===== src/rtl/hazard_pkg.sv =====
package hazard_pkg;

  // Execute-stage operand source encoding.
  typedef enum logic [1:0] {
    SRC_REGFILE = 2'b00,
    SRC_WB      = 2'b01,
    SRC_MEM     = 2'b10
  } exe_src_e;

  localparam int unsigned NUM_OPS = 2;

endpackage


===== src/rtl/hz_exe_fwd.sv =====
module hz_exe_fwd
  import hazard_pkg::*;
#(
  parameter int unsigned REG_W = 5
) (
  input  logic [REG_W-1:0] src,
  input  logic [REG_W-1:0] mem_dst,
  input  logic             mem_wr_en,
  input  logic [REG_W-1:0] wb_dst,
  input  logic             wb_wr_en,
  output exe_src_e         sel
);

  logic src_live;
  logic hit_mem;
  logic hit_wb;

  assign src_live = (src != '0);
  assign hit_mem  = src_live && mem_wr_en && (src == mem_dst);
  assign hit_wb   = src_live && wb_wr_en  && (src == wb_dst);

  // Newer producer (memory stage) wins over older (writeback).
  always_comb begin
    if (hit_mem)     sel = SRC_MEM;
    else if (hit_wb) sel = SRC_WB;
    else             sel = SRC_REGFILE;
  end

endmodule


===== src/rtl/hz_dec_fwd.sv =====
module hz_dec_fwd #(
  parameter int unsigned REG_W = 5
) (
  input  logic [REG_W-1:0] src,
  input  logic [REG_W-1:0] mem_dst,
  input  logic             mem_wr_en,
  output logic             use_mem
);

  // Writeback results reach decode through the register file write-first
  // path, so only the memory stage needs a comparator bypass.
  assign use_mem = (src != '0) && mem_wr_en && (src == mem_dst);

endmodule


===== src/rtl/hz_stall_ctl.sv =====
module hz_stall_ctl #(
  parameter int unsigned REG_W = 5
) (
  input  logic [REG_W-1:0] dec_src_a,
  input  logic [REG_W-1:0] dec_src_b,
  input  logic [REG_W-1:0] exe_src_b,
  input  logic [REG_W-1:0] exe_dst,
  input  logic [REG_W-1:0] mem_dst,
  input  logic             exe_wr_en,
  input  logic             exe_load,
  input  logic             mem_load,
  input  logic             dec_branch,
  input  logic             dec_taken,
  input  logic             dec_jump,
  output logic             stall,
  output logic             squash
);

  logic load_use;
  logic br_on_exe;
  logic br_on_mem;
  logic redirect;

  // Load result is not ready until after memory: consumer in decode waits.
  assign load_use  = exe_load &&
                     ((exe_src_b == dec_src_a) || (exe_src_b == dec_src_b));

  // Early branch compare needs operands one stage sooner.
  assign br_on_exe = dec_branch && exe_wr_en &&
                     ((exe_dst == dec_src_a) || (exe_dst == dec_src_b));
  assign br_on_mem = dec_branch && mem_load &&
                     ((mem_dst == dec_src_a) || (mem_dst == dec_src_b));

  assign stall    = load_use || br_on_exe || br_on_mem;
  assign redirect = (dec_branch && dec_taken) || dec_jump;

  // A stalled redirect is re-evaluated next cycle; do not kill it now.
  assign squash   = redirect && !stall;

endmodule


===== src/rtl/hazard_unit.sv =====
module hazard_unit
  import hazard_pkg::*;
#(
  parameter int unsigned REG_W = 5
) (
  input  logic [REG_W-1:0] dec_src_a,
  input  logic [REG_W-1:0] dec_src_b,
  input  logic [REG_W-1:0] exe_src_a,
  input  logic [REG_W-1:0] exe_src_b,
  input  logic [REG_W-1:0] exe_dst,
  input  logic [REG_W-1:0] mem_dst,
  input  logic [REG_W-1:0] wb_dst,
  input  logic             exe_wr_en,
  input  logic             exe_load,
  input  logic             mem_wr_en,
  input  logic             mem_load,
  input  logic             wb_wr_en,
  input  logic             dec_branch,
  input  logic             dec_taken,
  input  logic             dec_jump,
  output logic [1:0]       fwd_exe_a,
  output logic [1:0]       fwd_exe_b,
  output logic             fwd_dec_a,
  output logic             fwd_dec_b,
  output logic             hold_fetch,
  output logic             hold_decode,
  output logic             bubble_exe,
  output logic             squash_decode
);

  logic [REG_W-1:0] exe_srcs [NUM_OPS];
  logic [REG_W-1:0] dec_srcs [NUM_OPS];
  exe_src_e         exe_sel  [NUM_OPS];
  logic             dec_sel  [NUM_OPS];
  logic             stall;

  assign exe_srcs[0] = exe_src_a;
  assign exe_srcs[1] = exe_src_b;
  assign dec_srcs[0] = dec_src_a;
  assign dec_srcs[1] = dec_src_b;

  for (genvar op = 0; op < NUM_OPS; op++) begin : g_op
    hz_exe_fwd #(.REG_W(REG_W)) u_exe (
      .src       (exe_srcs[op]),
      .mem_dst   (mem_dst),
      .mem_wr_en (mem_wr_en),
      .wb_dst    (wb_dst),
      .wb_wr_en  (wb_wr_en),
      .sel       (exe_sel[op])
    );
    hz_dec_fwd #(.REG_W(REG_W)) u_dec (
      .src       (dec_srcs[op]),
      .mem_dst   (mem_dst),
      .mem_wr_en (mem_wr_en),
      .use_mem   (dec_sel[op])
    );
  end

  hz_stall_ctl #(.REG_W(REG_W)) u_stall (
    .dec_src_a  (dec_src_a),
    .dec_src_b  (dec_src_b),
    .exe_src_b  (exe_src_b),
    .exe_dst    (exe_dst),
    .mem_dst    (mem_dst),
    .exe_wr_en  (exe_wr_en),
    .exe_load   (exe_load),
    .mem_load   (mem_load),
    .dec_branch (dec_branch),
    .dec_taken  (dec_taken),
    .dec_jump   (dec_jump),
    .stall      (stall),
    .squash     (squash_decode)
  );

  assign fwd_exe_a   = exe_sel[0];
  assign fwd_exe_b   = exe_sel[1];
  assign fwd_dec_a   = dec_sel[0];
  assign fwd_dec_b   = dec_sel[1];
  assign hold_fetch  = stall;
  assign hold_decode = stall;
  assign bubble_exe  = stall;

endmodule


===== config.mk =====
export PLATFORM = sky130hd
export DESIGN_NAME = hazard_unit
export DESIGN_NICKNAME = d
export VERILOG_FILES = /design/src/rtl/hazard_pkg.sv /design/src/rtl/hz_exe_fwd.sv /design/src/rtl/hz_dec_fwd.sv /design/src/rtl/hz_stall_ctl.sv /design/src/rtl/hazard_unit.sv
export SDC_FILE = /design/constraint.sdc
export NUM_CORES = 1
export LEC_CHECK = 0
export BUFFER_PORTS_ARGS = -buffer_cell sky130_fd_sc_hd__buf_2
export CORE_MARGIN = 2
export CORE_UTILIZATION = 43
export DETAILED_ROUTE_END_ITERATION = 7
export PLACE_DENSITY = 0.94
export SYNTH_ARGS = -nofsm -noshare
export SYNTH_HDL_FRONTEND = slang
export SYNTH_SLANG_ARGS = --single-unit

===== constraint.sdc =====
create_clock -name vclk -period 2.3
set_clock_uncertainty 0.1 [all_clocks]
set_input_delay 0.345 -clock vclk [all_inputs]
set_output_delay 0.345 -clock vclk [all_outputs]
set_load 0.05 [all_outputs]

==> metrics.csv <==
metric;value;unit
run status;finished with violations;
failing checks;negative setup slack;
Synth Area per Inst;7.11;um2
worst setup margin;-0.0394;ns
die width;45.3;um
grt ovf;0;
DR vias;958;
Initial Util;47.0;%
WL final;2580;um
startpoint types;primary input;
relative slew slack;58.1;%
Core Area;1560;um2
ANT nets after route;0;
total area of sequential cells;0;um2
Final period util;102;%
vias in the first global route;970;
Syn Nets;146;
Synth-to-Final Area Change;63.4;%
M1 wire length;1010;um
first-pass GRT wire length;4030;um
warning count from the yosys run;0;
Mapped Area;732;um2
placed cell count;177;
highest metal used;met4;
CP endpoint kind;output port;
# fillers;101;
leakage;0.533;nW
Rows;14;
top cells by area, synth;xnor2_1 36%, xor2_1 19%, nor4_1 6.0%, nand4_1 5.1%, buf_4 4.1%;
Post-DP HPWL;2230;um
RD Place Congestion;0.829;
Vias/cell;5.41;
met2 WL;1420;um
Post-route DRC;0;
initial antenna violation count;0;
clk_buf instances;0;
Cell Count, Final, Fillers Out;177;
die area;2050;um2
I/O pin total;53;
Max IR drop VDD;106;uV
met3 WL post-DR;96;um
Final Hold Fails;0;
First DRT Iteration DRCs;22;
IO buf count;53;
min Tclk post-route;2.34;ns
Min-Delay Path Class;in -> out;
Synth top area share;35.9;%
die height;45.3;um
Worst Path Arrival;1.89;ns
Final #Nets;206;
fin util;76.7;%
Critical Path RT;1.86;ns
RSZ-0062 raised after global routing;true;
final setup vio count;4;
area leader, netlist;xnor2_1;
Mapped Cells;103;
pwr dens;209;nW/um2
Hold WS;1.02;ns
Post-synth top cells;30 x xnor2_1, 16 x xor2_1, 7 x nor4_1, 6 x nand4_1;
total iterations of the first detailed-routing run;4;
layout cells sized above 1;46.6;%
maximum clock frequency;0.427;GHz
sequential fraction of the synthesis area;0;%
crit path kind;in -> out;
largest net degree at the start of global routing;6;
most common cell in the synthesized netlist;xnor2_1;
largest fanout on the critical path;2;
GRT Util Overall;26.0;%
Slew Limit Fails;0;
n_diodes;0;
Setup Fix Bufs, Post-CTS;0;
worst-margin pin slew;0.622;ns
area of the multi-input gates;733;um2
number of sequential cells;0;
max-cap violations;0;
WL/cell;14.5;um
pre-CTS setup slack;-0.130;ns
Yosys cell types;22;
total power;0.250;mW
==> path summary, 6_finish.rpt <==
kind | from | end | slack [ns] | depth (start not counted)
min | wb_wr_en | fwd_exe_a[0] | 1.02 | 4
max | dec_src_a[0] | squash_decode | -0.04 | 8
==> cell families (layout without fill, tap and decap cells) <==
group,Yosys count,count (layout),share of synthesized area (%)
compound gates,8,8,7.35
simple gates,36,36,28.9
xor+xnor,46,46,55.0
buf+inv,13,71,8.72
==> worst max-delay path, stage by stage <==
cell	delay [ns]
buf_6	0.07
and2b_1	0.17
a2111o_1	0.38
or4_4	0.45
a21oi_4	0.14
buf_4	0.13
nor4_4	0.04
buf_6	0.16
==> what timing repair did <==
item,4_1_cts,5_1_grt
pin swaps,0,0
gates resized for setup,13,5
setup endpoints to repair,5,6
hold buffers,0,0
==> metal layers <==
metal | vias up | GRT usage [%]
li1 | 472 | -
met1 | 449 | 29.3
met2 | 31 | 53.1
met3 | 6 | 0.800
met4 | 0 | 4.12
met5 | - | 0
==> through the flow <==
step,setup TNS (ns),cell area (um2)
after floorplan,-0.253,807
after global placement,-0.334,1130
after detailed placement,-0.580,1130
after CTS,-0.140,1180
after global routing,-0.431,1200
final,-0.144,1200
==> placed cells by master (no fill, tap or decap), drive strengths merged <==
cell	instances
o21ai	2
a21oi	2
nor2b	1
a2111o	1
nor3	1
inv	4
nand2	4
nor4	7
or3	1
buf	67
nand3	5
o22ai	3
nor2	4
xor2	16
nand4	6
and2b	2
or4	5
xnor2	30
==> power by group <==
part           internal [mW]  total, mW  switching (mW)
logic                  0.120      0.250           0.130
registers                  0          0               0
clock network              0          0               0
==> area by class of cell <==
cell class | count | area share (%)
inverters | 4 | 1.26
multi-input cells | 90 | 61.3
well taps | 16 | 1.67
repair buffers | 67 | 35.8
Power figures use the tool's default switching activity.
